### config.mk
export PLATFORM = sky130hd
export DESIGN_NAME = baud_tick_gen
export DESIGN_NICKNAME = d
export VERILOG_FILES = /design/src/rtl/baud_pkg.sv /design/src/rtl/baud_div_reg.sv /design/src/rtl/baud_downcnt.sv /design/src/rtl/tx_prescaler.sv /design/src/rtl/baud_tick_gen.sv
export SDC_FILE = /design/constraint.sdc
export NUM_CORES = 1
export LEC_CHECK = 0
export CAP_MARGIN = 20
export CORE_UTILIZATION = 55
export DETAILED_ROUTE_END_ITERATION = 10
export PLACE_DENSITY_LB_ADDON = 0.2
export SLEW_MARGIN = 20
export SYNTH_ARGS = -nofsm -noshare
export SYNTH_HDL_FRONTEND = slang
export SYNTH_SLANG_ARGS = --single-unit
### constraint.sdc
create_clock -name clk -period 2.44 [get_ports clk]
set_input_delay 0.488 -clock clk [delete_from_list [all_inputs] [get_ports clk]]
set_output_delay 0.488 -clock clk [all_outputs]
set_load 0.02 [all_outputs]
### src/rtl/baud_pkg.sv
package baud_pkg;

  typedef enum logic [1:0] {
    TM_NORMAL = 2'd0,
    TM_DOUBLE = 2'd1,
    TM_SYNC   = 2'd2
  } tx_mode_e;

  // synchronous master wins; double speed only matters when asynchronous
  function automatic tx_mode_e decode_mode(input logic sync_sel, input logic dbl_sel);
    if (sync_sel)     return TM_SYNC;
    else if (dbl_sel) return TM_DOUBLE;
    else              return TM_NORMAL;
  endfunction

endpackage

### src/rtl/baud_div_reg.sv
module baud_div_reg #(
  parameter int DIV_W  = 12,
  parameter int BYTE_W = 8,
  localparam int HI_W  = DIV_W - BYTE_W
) (
  input  logic              clk,
  input  logic              rst_n,
  input  logic [BYTE_W-1:0] lo_data,
  input  logic              lo_we,
  input  logic [HI_W-1:0]   hi_data,
  input  logic              hi_we,
  output logic [DIV_W-1:0]  div_q,
  output logic              reload_now,
  output logic [DIV_W-1:0]  reload_val
);

  logic [HI_W-1:0]   hi_q;
  logic [BYTE_W-1:0] lo_q;
  logic [HI_W-1:0]   hi_next;

  assign hi_next = hi_we ? hi_data : hi_q;

  always_ff @(posedge clk or negedge rst_n) begin
    if (!rst_n) begin
      hi_q <= '0;
      lo_q <= '0;
    end else begin
      if (hi_we) hi_q <= hi_data;
      if (lo_we) lo_q <= lo_data;
    end
  end

  assign div_q      = {hi_q, lo_q};
  assign reload_now = lo_we;
  assign reload_val = {hi_next, lo_data};

  p_hi_lane_hold_r4: assert property (@(posedge clk) disable iff (!rst_n)
    !hi_we |=> hi_q == $past(hi_q));
  p_lo_lane_load_r9: assert property (@(posedge clk) disable iff (!rst_n)
    lo_we |=> lo_q == $past(lo_data));

endmodule

### src/rtl/baud_downcnt.sv
module baud_downcnt #(
  parameter int DIV_W = 12
) (
  input  logic             clk,
  input  logic             rst_n,
  input  logic [DIV_W-1:0] div_q,
  input  logic             reload_now,
  input  logic [DIV_W-1:0] reload_val,
  output logic             base_tick
);

  logic [DIV_W-1:0] cnt_q;

  always_ff @(posedge clk or negedge rst_n) begin
    if (!rst_n)                 cnt_q <= '0;
    else if (reload_now)        cnt_q <= reload_val;
    else if (cnt_q == '0)       cnt_q <= div_q;
    else                        cnt_q <= cnt_q - 1'b1;
  end

  assign base_tick = (cnt_q == '0);

  p_lo_reload_r3: assert property (@(posedge clk) disable iff (!rst_n)
    reload_now |=> cnt_q == $past(reload_val));
  p_count_down_r4: assert property (@(posedge clk) disable iff (!rst_n)
    (!reload_now && cnt_q != '0) |=> cnt_q == $past(cnt_q) - 1'b1);
  p_underflow_reload_r2: assert property (@(posedge clk) disable iff (!rst_n)
    (!reload_now && cnt_q == '0) |=> cnt_q == $past(div_q));
  p_tick_gap_r2: assert property (@(posedge clk) disable iff (!rst_n)
    (base_tick && !reload_now && div_q != '0) |=> !base_tick);

endmodule

### src/rtl/tx_prescaler.sv
module tx_prescaler
  import baud_pkg::*;
#(
  parameter int NORM_RATIO = 16,
  parameter int DBL_RATIO  = 8,
  parameter int SYNC_RATIO = 2,
  localparam int PRE_W     = $clog2(NORM_RATIO)
) (
  input  logic clk,
  input  logic rst_n,
  input  logic base_tick,
  input  logic sync_mode,
  input  logic dbl_speed,
  output logic tx_tick
);

  tx_mode_e         mode_now;
  tx_mode_e         mode_q;
  logic [PRE_W-1:0] pre_q;
  logic [PRE_W-1:0] last_q;
  logic             mode_chg;

  assign mode_now = decode_mode(sync_mode, dbl_speed);
  assign mode_chg = (mode_now != mode_q);

  always_comb begin
    unique case (mode_q)
      TM_DOUBLE: last_q = PRE_W'(DBL_RATIO - 1);
      TM_SYNC:   last_q = PRE_W'(SYNC_RATIO - 1);
      default:   last_q = PRE_W'(NORM_RATIO - 1);
    endcase
  end

  always_ff @(posedge clk or negedge rst_n) begin
    if (!rst_n) begin
      mode_q <= TM_NORMAL;
      pre_q  <= '0;
    end else if (mode_chg) begin
      mode_q <= mode_now;
      pre_q  <= '0;
    end else if (base_tick) begin
      pre_q <= (pre_q == last_q) ? '0 : pre_q + 1'b1;
    end
  end

  assign tx_tick = base_tick && (pre_q == last_q);

  p_pre_in_range_r5: assert property (@(posedge clk) disable iff (!rst_n)
    pre_q <= last_q);
  p_mode_clear_r7: assert property (@(posedge clk) disable iff (!rst_n)
    mode_chg |=> pre_q == '0);
  p_wrap_after_tx_r8: assert property (@(posedge clk) disable iff (!rst_n)
    (tx_tick && !mode_chg) |=> pre_q == '0);
  p_dbl_ignored_r6: assert property (@(posedge clk) disable iff (!rst_n)
    (sync_mode && $past(sync_mode) && mode_q == TM_SYNC) |-> !mode_chg);

endmodule

### src/rtl/baud_tick_gen.sv
module baud_tick_gen #(
  parameter int DIV_W      = 12,
  parameter int BYTE_W     = 8,
  parameter int NORM_RATIO = 16,
  parameter int DBL_RATIO  = 8,
  parameter int SYNC_RATIO = 2,
  localparam int HI_W      = DIV_W - BYTE_W
) (
  input  logic              clk,
  input  logic              rst_n,
  input  logic [BYTE_W-1:0] lo_data,
  input  logic              lo_we,
  input  logic [HI_W-1:0]   hi_data,
  input  logic              hi_we,
  input  logic              sync_mode,
  input  logic              dbl_speed,
  output logic              base_tick,
  output logic              tx_tick
);

  logic [DIV_W-1:0] div_q;
  logic             reload_now;
  logic [DIV_W-1:0] reload_val;

  baud_div_reg #(.DIV_W(DIV_W), .BYTE_W(BYTE_W)) u_div (
    .clk        (clk),
    .rst_n      (rst_n),
    .lo_data    (lo_data),
    .lo_we      (lo_we),
    .hi_data    (hi_data),
    .hi_we      (hi_we),
    .div_q      (div_q),
    .reload_now (reload_now),
    .reload_val (reload_val)
  );

  baud_downcnt #(.DIV_W(DIV_W)) u_cnt (
    .clk        (clk),
    .rst_n      (rst_n),
    .div_q      (div_q),
    .reload_now (reload_now),
    .reload_val (reload_val),
    .base_tick  (base_tick)
  );

  tx_prescaler #(
    .NORM_RATIO (NORM_RATIO),
    .DBL_RATIO  (DBL_RATIO),
    .SYNC_RATIO (SYNC_RATIO)
  ) u_pre (
    .clk       (clk),
    .rst_n     (rst_n),
    .base_tick (base_tick),
    .sync_mode (sync_mode),
    .dbl_speed (dbl_speed),
    .tx_tick   (tx_tick)
  );

  p_tx_inside_base_r8: assert property (@(posedge clk) disable iff (!rst_n)
    tx_tick |-> base_tick);

endmodule

# == Yosys cells after proc, flatten, opt, wreduce, memory -nomap -nowiden ==
# Index checks and enable logic that the tools add are counted.
# op_classes
reduce_logical,3
eq_ne,4
n_mux,9
addsub,2
# ops
op,count
two-way mux 12 bit,2
two-way mux 4 bit,4
zero test 12 bit,1
"subtractor 12 x 1 -> 12 bit, second input constant",1
one-hot mux 4 bit (2 select lines),1
"adder 4 x 1 -> 4 bit, second input constant",1
equality test 4 bit,1
"equality test 2 x 1 -> 1 bit, second input constant",1
"equality test 2 bit, second input constant",1
two-way mux 2 bit,1
inequality test 2 bit,1
nonzero test 2 bit,1
logical AND 1 bit,1
two-way mux 1 bit,1
# totals
ff_bits,30
output_inout_bits,2
inputBits,18
wordCells,23

# == Logic depth before layout (Yosys ltp) ==
# Gate-level depths: netlist (run 1).
# depth
word_depth,6
depth_mapped,8
ltp_nobuf,6

# == Hierarchy ==
# From an unflattened synthesis (run 1), not the netlist that was laid out.
# unflattened
cells_unflattened,157
area_unflattened_um2,1735.4
# by_module_without_submodules
module,n_inst,cells_each,area_each_um2
baud_downcnt,1,89,853.3
baud_div_reg,1,34,544.3
tx_prescaler,1,34,337.8

# == Least setup slack after synthesis (run 1) ==
# No wires, ideal clock.
# synth_timing
path_type,reg2out
startpoint,register u_cnt.cnt_q[0]
endpoint,output port tx_tick
stages_incl_launch_ff,7
arrival_ns,1.605
slack_ns,0.347
cell_sequence,dfrtp_1 inv_1 ha_1 nor4b_1 nand3_1 clkbuf_1 nor2_1
# synth_via
elab_chain_cells,2
# synth_rtl
item,line,source
from (decl),baud_downcnt.sv:12,logic [DIV_W-1:0] cnt_q;
from (signal assigned),baud_downcnt.sv:16,else if (reload_now) cnt_q <= reload_val;
from (signal assigned),baud_downcnt.sv:17,else if (cnt_q == '0) cnt_q <= div_q;
from (signal assigned),baud_downcnt.sv:18,else cnt_q <= cnt_q - 1'b1;
zero test 12 bit,baud_downcnt.sv:21,assign base_tick = (cnt_q == '0);
logical AND 1 bit,tx_prescaler.sv:46,assign tx_tick = base_tick && (pre_q == last_q);
to (decl),baud_tick_gen.sv:18,output logic tx_tick
# No other way between the ends.

# == Final worst setup path (run 1) ==
# Ends and elaborated chain as after synthesis.

==> out/qor.yml, run 1 <==
maxClockFrequency_mhz: 439.5
yosys.area.top_type: "sky130_fd_sc_hd__dfrtp_1"
tritoncts: "done"
status: "complete, no violations"
io_buffer_count: 19
clock_sink_count: 30
sequentialPowerShare_pct: 51.7
cp_capture_type: "output port"
leakage_nw: 0.8982
synth-warning-count: 0
critPathLaunchType: "flip-flop"
detailedPlacementHpwl_um: 2405
max_slew.worst_pin.slew_ns: 0.7032
design.die.area_um2: 3283
drv_slew: 0
floorplan.core_area_um2: 2829
buffer_cell_driving_the_clock_tree_root: "sky130_fd_sc_hd__clkbuf_4"
switchingPower_mw: 0.3501
io_pins: 20
synthTopCellsByArea: "sky130_fd_sc_hd__dfrtp_1 45%, sky130_fd_sc_hd__mux2_2 4.7%, sky130_fd_sc_hd__ha_1 3.0%"
max-clock-path-buffers: 2
setup_total_negative_slack_ns: 0
seq_area_frac_synth_pct: 44.64
final_critical_path_setup_slack_ns: 0.1649
cts.clk_slew.worst_paths_ns: 0.09
die_h_um: 57.30
drt_pass1_iterations: 4
synthesized_flop_and_latch_total: 30
worstSetupPathType: "flip-flop to output port"
area_growth_pct: 19.94
comb_power_share_pct: 21.4
number_of_instances_in_the_synthesized_netlist: 168
switching_share_pct: 30.13
num-nets-final: 219
first_pass_grt_wire_length_um: 5989
routed-via-count: 1342
synth-edff-count: 0
post_synth.cell_area_avg_um2: 10.01
avgViaCountPerCell: 5.860
clock_tree.htree_level_count: 2
die_width_um: 57.30
critical_path.max_fanout: 4
maxCapViolations: 0
post-place-ws_ns: 0.003837
setup-violations-final: 0
maximum_number_of_pins_on_one_net_before_global_route_repair: 31
rrSetupSlack_ns: 0.27
std_cell_rows: 19
drt-initial-drc-count: 37
finalWeightedCongestion: 0.8549
synth.cell_area_um2: 1682
antenna_found_initial: 0
ys_async_sr_fraction_pct: 100.0
timing.critical_path.arrival_ns: 1.79
synth.top_cell.area_share_pct: 44.64
groute.usage.overall_pct: 24.65
synthDistinctLibCells: 47
power_density_nw_per_um2: 576.2
cts-buffers-inserted: 5
drtAntennaViolNets: 0
synth_ff_type: "sky130_fd_sc_hd__dfrtp_1"
hold_viol_final: 0
antennaDiodeCount: 0
p_int_mw: 0.8120
vdd_ir_drop_max_mv: 0.3944
floorplan.initialDensity_pct: 59.44
drt_wl_total_um: 3397
post_route_cells_drive_above_1_share_pct: 18.18
vias_in_the_first_global_route: 1361
clock_power_share_pct: 26.9
slew-limit-headroom_pct: 52.73
unrepaired_setup_endpoints_after_global_routing: "no"
clock_insertion_delay_worst_skew_ns: 0.34
required_ns: 1.95
syn-num-nets: 190
grt.overflow.total: 0
period_share_pct: 93.24
wl_per_cell_um: 14.83
fin_skew_ns: 0.006211
remaining_drc_errors: 0
min-delay-path-class: "input port to asynchronous set/reset pin"
fin_crit_ns: 2.275
[per-stage QoR]
stage / hold WS [ns] / instances / cell area [um^2] / power, mW / util (%)
2_1_floorplan: 0.1924 / 168 / 1682 / 0.7551 / -
5_1_grt: 0.5627 / 229 / 2017 / 1.228 / 71.30
4_1_cts: 0.5331 / 229 / 2002 / 1.162 / 70.77
6_report: 0.5242 / 229 / 2017 / 1.162 / 71.30
3_3_place_gp: 0.5104 / 221 / 1938 / 0.8350 / 68.51
3_5_place_dp: 0.5167 / 221 / 1938 / 0.8478 / 68.51
[synthesized netlist by cell type (3+ instances only)]
| master | count |
|---|---|
| sky130_fd_sc_hd__dfrtp_1 | 30 |
| sky130_fd_sc_hd__inv_1 | 13 |
| sky130_fd_sc_hd__nand2_1 | 12 |
| sky130_fd_sc_hd__nor2_1 | 11 |
| sky130_fd_sc_hd__o21ai_0 | 10 |
| sky130_fd_sc_hd__mux2_2 | 7 |
| sky130_fd_sc_hd__nand3_1 | 7 |
| sky130_fd_sc_hd__a21oi_1 | 5 |
| sky130_fd_sc_hd__mux2i_1 | 5 |
| sky130_fd_sc_hd__nor3_1 | 5 |
| sky130_fd_sc_hd__nor3b_1 | 5 |
| sky130_fd_sc_hd__a31oi_1 | 4 |
| sky130_fd_sc_hd__clkbuf_1 | 4 |
| sky130_fd_sc_hd__ha_1 | 4 |
| sky130_fd_sc_hd__o31ai_2 | 4 |
| sky130_fd_sc_hd__nor2b_1 | 3 |
| sky130_fd_sc_hd__xor2_1 | 3 |
[routing by layer]
metal | track usage [%] | vias up | share of wire, %
met2 | 38.66 | 21 | 47
met5 | 0 | - | 0
met1 | 32.34 | 654 | 47
met4 | 8.014 | 0 | 1.9
met3 | 8.390 | 7 | 4.3
li1 | - | 660 | -
[layout by cell type (no fill, tap or decap), drive strengths merged, types with 7 or more instances in the layout]
master and n:
buf 12, clkbuf 7, clkdlybuf4s50 17, dfrtp 30
inv 13, mux2 7, nand2 12, nand3 7
nor2 11, o21ai 12
[power groups by stage]
stage | Clock (mW) | Sequential (mW) | Combinational, mW
after floorplan | 0 | 0.588 | 0.168
after global placement | 0 | 0.602 | 0.233
after detailed placement | 0 | 0.606 | 0.241
after CTS | 0.318 | 0.598 | 0.246
after global routing | 0.340 | 0.608 | 0.279
final | 0.313 | 0.601 | 0.248
[final timing paths]
path,depth (start not counted),end,from
min in group clk,2,u_div.lo_q[2]$_DFFE_PN0P_,u_div.lo_q[2]$_DFFE_PN0P_
worst max register to register,7,u_cnt.cnt_q[1]$_DFF_PN0_,u_cnt.cnt_q[0]$_DFF_PN0_
worst max-delay path,6,tx_tick,u_cnt.cnt_q[0]$_DFF_PN0_
worst min register to register,2,u_div.lo_q[2]$_DFFE_PN0P_,u_div.lo_q[2]$_DFFE_PN0P_
worst min-delay path,2,u_cnt.cnt_q[5]$_DFF_PN0_,rst_n
max in group asynchronous,2,u_pre.mode_q[1]$_DFFE_PN0N_,rst_n
[worst max-delay path, stage by stage, from the launching register on]
cell,delay [ns]
sky130_fd_sc_hd__dfrtp_1,0.38
sky130_fd_sc_hd__inv_1,0.08
sky130_fd_sc_hd__ha_1,0.18
sky130_fd_sc_hd__nor4b_4,0.23
sky130_fd_sc_hd__nand3_2,0.15
sky130_fd_sc_hd__nor2_1,0.12
sky130_fd_sc_hd__clkdlybuf4s15_1,0.30
[area by class of cell]
cell class | instances | area [um^2]
repair buffers | 31 | 279.0
flip-flops and latches | 30 | 750.7
clock buffers | 7 | 55.05
well taps | 31 | 38.79
multi-input cells | 116 | 839.6
fillers | 218 | 812.0
inverters | 13 | 48.80
clock inverters | 1 | 5.005
[cell families after synthesis]
| family | synth area share [%] |
|---|---|
| simple gates | 19.35 |
| xor+xnor | 2.605 |
| flops | 44.64 |
| fa+ha+maj | 2.976 |
| mux | 7.664 |
| compound gates | 16.15 |
| buf+inv | 6.622 |
[what timing repair did]
action	CTS	global route
pin swaps	1	1
setup buffers	0	0
setup endpoints to repair	2	2
gates resized for setup	3	3
hold buffers	0	0
[registers in the layout (all words and copies together) (netlist names)]
signal and flops:
u_pre.pre_q 4, u_pre.mode_q 2, u_div.hi_q 4, u_cnt.cnt_q 12, u_div.lo_q 8
Power figures use the tool's default switching activity.
==> inputs of run 2 (changes only) <==
- GPL_ROUTABILITY_DRIVEN: default -> 0
- SYNTH_HIERARCHICAL: default -> 1
==> run 2 against run 1 <==
Hold slack worse by 0.0047 ns. Synthesized cell count decreased by 6.5%. Non-clock buffer count grew 1. Count of clock-buffer cells in the layout stayed put. Core utilization is 4.5 points lower. Sequential power down 2%. Clock power decreased by 14%. Via count shrank 8.3%. Maximum frequency decreased by 1.3%. Area after synthesis up 3.2%.
==> out/qor.yml, run 2 <==
hold-worst-slack_ns: 0.5195  # -0.004688 ns
multi_input_comb_area_um2: 844.6  # +0.60%
post-place-ws_ns: -0.002564  # -0.006401 ns
wl_per_cell_um: 14.55  # -1.9%
fin_crit_ns: 2.304  # +0.02924 ns
buffer_cell_driving_the_clock_tree_root: "sky130_fd_sc_hd__clkbuf_4"
p_int_mw: 0.7936  # -2.3%
clock_insertion_delay_worst_skew_ns: 0.33  # about the same
sequentialPowerShare_pct: 52.8  # +1.1 points
vdd_ir_drop_max_mv: 0.3273  # -17%
std_cell_rows: 20  # +1
maximum_number_of_pins_on_one_net_before_global_route_repair: 31  # unchanged
fin_skew_ns: 0.009495  # +0.003283 ns
most_frequent_cells_in_the_layout: "30 x sky130_fd_sc_hd__dfrtp_1, 17 x sky130_fd_sc_hd__clkdlybuf4s50_1, 14 x sky130_fd_sc_hd__buf_4, 11 x sky130_fd_sc_hd__inv_1, 8 x sky130_fd_sc_hd__mux2_4"
leakage_nw: 0.8823  # -1.8%
min-delay-path-class: "flip-flop to flip-flop"
final_critical_path_setup_slack_ns: 0.1357  # -0.02924 ns
yosys.area.top_type: "sky130_fd_sc_hd__dfrtp_1"
switching_share_pct: 28.85  # -1.3 points
timing.critical_path.arrival_ns: 1.82  # +0.03 ns
largest_register_ffs: 12  # unchanged
design.die.area_um2: 3384  # +3.1%
antenna_found_initial: 0  # unchanged
die_h_um: 58.17  # +1.5%
seq_area_frac_synth_pct: 43.26  # -1.4 points
drt_pass1_iterations: 4  # unchanged
die_width_um: 58.17  # +1.5%
finalNonFillerCells: 224  # -2.2%
seq_area_um2: 750.7  # unchanged
synth.cell_area_um2: 1735  # +3.2%
clock_sink_count: 30  # unchanged
comb_power_share_pct: 23.0  # +1.6 points
drt_wl_total_um: 3260  # -4.0%
mostFrequentLayoutCell: "sky130_fd_sc_hd__dfrtp_1"
grt.overflow.total: 0  # unchanged
dpl.cell_count: 216  # -2.3%
synthDistinctLibCells: 45  # -4.3%
first_pass_grt_wire_length_um: 5561  # -7.1%
routed-via-count: 1231  # -8.3%
final_core_utilization_pct: 66.78  # -4.5 points
max-clock-path-buffers: 2  # unchanged
hold_viol_final: 0  # unchanged
registers.top_by_ff_count: "u_cnt/cnt_q"
floorplan.core_area_um2: 3028  # +7.0%
critPathLaunchType: "flip-flop"
maxClockFrequency_mhz: 434.0  # -1.3%
cp_capture_type: "output port"
stdcell_area_um2: 2022  # +0.25%
vias_in_the_first_global_route: 1205  # -11%
slew-limit-headroom_pct: 61.63  # +8.9 points
max_slew.worst_pin.slew_ns: 0.5717  # -0.1315 ns
post_route_cells_drive_above_1_share_pct: 26.11  # +7.9 points
synthMostInstantiatedCell: "sky130_fd_sc_hd__dfrtp_1"
synth_ff_type: "sky130_fd_sc_hd__dfrtp_1"
io_pins: 20  # unchanged
remaining_drc_errors: 0  # unchanged
layout_top_registers: "u_cnt/cnt_q: 12 flops, u_div/lo_q: 8 flops"
synthesized_flop_and_latch_total: 30  # unchanged
ys_async_sr_fraction_pct: 100.0  # unchanged
grt_use_met1_pct: 30.36  # -2.0 points
cts.clk_slew.worst_paths_ns: 0.09  # about the same
groute.usage.overall_pct: 22.62  # -2.0 points
num-nets-final: 202  # -7.8%
maxCapViolations: 0  # unchanged
cts-buffers-inserted: 5  # unchanged
placedInstanceArea_um2: 1968  # +1.5%
drtAntennaViolNets: 0  # unchanged
synthTopCellsByArea: "sky130_fd_sc_hd__dfrtp_1 43%, sky130_fd_sc_hd__mux2_4 6.9%, sky130_fd_sc_hd__buf_4 3.9%"
fin_total_pwr_mw: 1.115  # -4.0%
synth-edff-count: 0  # unchanged
period_share_pct: 94.44  # +1.2 points
required_ns: 1.95  # about the same
detailedPlacementHpwl_um: 2377  # -1.2%
drv_slew: 0  # unchanged
status: "complete, no violations"
tritoncts: "done"
busiest_layer_in_global_routing: "met2"
post_synth_most_frequent_cells: "30 x sky130_fd_sc_hd__dfrtp_1, 11 x sky130_fd_sc_hd__inv_1, 9 x sky130_fd_sc_hd__buf_4"
setup-violations-final: 0  # unchanged
antennaDiodeCount: 0  # unchanged
clock_tree.htree_level_count: 2  # unchanged
power_density_nw_per_um2: 551.6  # -4.3%
setup_total_negative_slack_ns: 0  # unchanged
fill_cells: 236  # +8.3%
postCtsHoldBufs: 0  # unchanged
avgViaCountPerCell: 5.496  # -6.2%
use_met2_pct: 34.15  # -4.5 points
io_buffer_count: 19  # unchanged
worstSetupPathType: "flip-flop to output port"
area_growth_pct: 16.51
grt_use_met3_pct: 7.813  # -0.58 points
syn-num-nets: 179  # -5.8%
critical_path.max_fanout: 3  # -1
clock_power_share_pct: 24.2  # -2.7 points
floorplan.initialDensity_pct: 57.31  # -2.1 points
synth-warning-count: 6  # +6
drt-initial-drc-count: 37  # unchanged
number_of_instances_in_the_synthesized_netlist: 157  # -6.5%
synth.top_cell.area_share_pct: 43.26  # -1.4 points
switchingPower_mw: 0.3218  # -8.1%
post_synth.cell_area_avg_um2: 11.05  # +10%
-- run 2: changes by cell type in the layout (fill, tap and decap cells not counted), sizes merged, moves of 4 or more --
cell	change
nand2	-6
mux2	+7
o21ai	-6
xnor2	+4
nand3	-4
o31ai	-5
a31oi	-4
a221oi	+5
-- run 2: area by class of cell --
cell class	count	share of cell area (%)
Sequential cell	30	37.13
Clock buffer	7	2.228
Tap cell	44	2.723
Timing Repair Buffer	32	13.86
Multi-Input combinational cell	99	41.77
Inverter	12	2.290
-- run 2: worst paths after layout --
| kind | start | to | slack [ns] | cells past startpoint |
|---|---|---|---|---|
| worst max-delay path | u_cnt/cnt_q[1]$_DFF_PN0_ | tx_tick | 0.14 | 8 |
| worst min-delay path | u_div/lo_q[5]$_DFFE_PN0P_ | u_div/lo_q[5]$_DFFE_PN0P_ | 0.52 | 1 |
| worst max register to register | u_cnt/cnt_q[1]$_DFF_PN0_ | u_cnt/cnt_q[9]$_DFF_PN0_ | 0.52 | 7 |
| worst min register to register | u_div/lo_q[5]$_DFFE_PN0P_ | u_div/lo_q[5]$_DFFE_PN0P_ | 0.52 | 1 |
| max in group asynchronous | rst_n | u_cnt/cnt_q[1]$_DFF_PN0_ | 1.62 | 2 |
| min in group asynchronous | rst_n | u_div/hi_q[0]$_DFF_PN0_ | 0.54 | 2 |
-- run 2: power by group through the flow --
stage | Clock, mW | Sequential [mW] | Combinational (mW)
2_1_floorplan | 0 | 0.587 | 0.172
3_3_place_gp | 0 | 0.593 | 0.244
3_5_place_dp | 0 | 0.595 | 0.253
4_1_cts | 0.278 | 0.588 | 0.257
5_1_grt | 0.303 | 0.593 | 0.283
6_report | 0.270 | 0.589 | 0.257
-- run 2: worst max-delay path: stages, from the launching register on --
cell                       delay, ns
sky130_fd_sc_hd__dfrtp_1        0.40
sky130_fd_sc_hd__inv_1          0.11
sky130_fd_sc_hd__ha_1           0.19
sky130_fd_sc_hd__nor4b_4        0.24
sky130_fd_sc_hd__nand3_2        0.12
sky130_fd_sc_hd__clkinv_2       0.07
sky130_fd_sc_hd__inv_1          0.06
sky130_fd_sc_hd__nor2_2         0.15
sky130_fd_sc_hd__buf_4          0.16
-- run 2: kinds of logic after synthesis --
group | synth area share (%)
compound gates | 9.661
xor+xnor | 4.542
fa+ha+maj | 2.884
buf+inv | 8.579
flops | 43.26
mux | 14.28
simple gates | 16.80
-- run 2: repair_timing --
| action | 4_1_cts | 5_1_grt |
|---|---|---|
| buffers inserted | 0 | 1 |
| gates resized for setup | 7 | 3 |
| setup endpoints to repair | 2 | 2 |
| pin swaps | 0 | 0 |
-- run 2: routing by layer --
| metal | up-vias | wire length [um] | share of wire [%] |
|---|---|---|---|
| met5 | - | 0 | 0 |
| li1 | 609 | - | - |
| met2 | 32 | 1474 | 45 |
| met3 | 5 | 178 | 5.5 |
| met4 | 0 | 30 | 0.92 |
| met1 | 585 | 1576 | 48 |
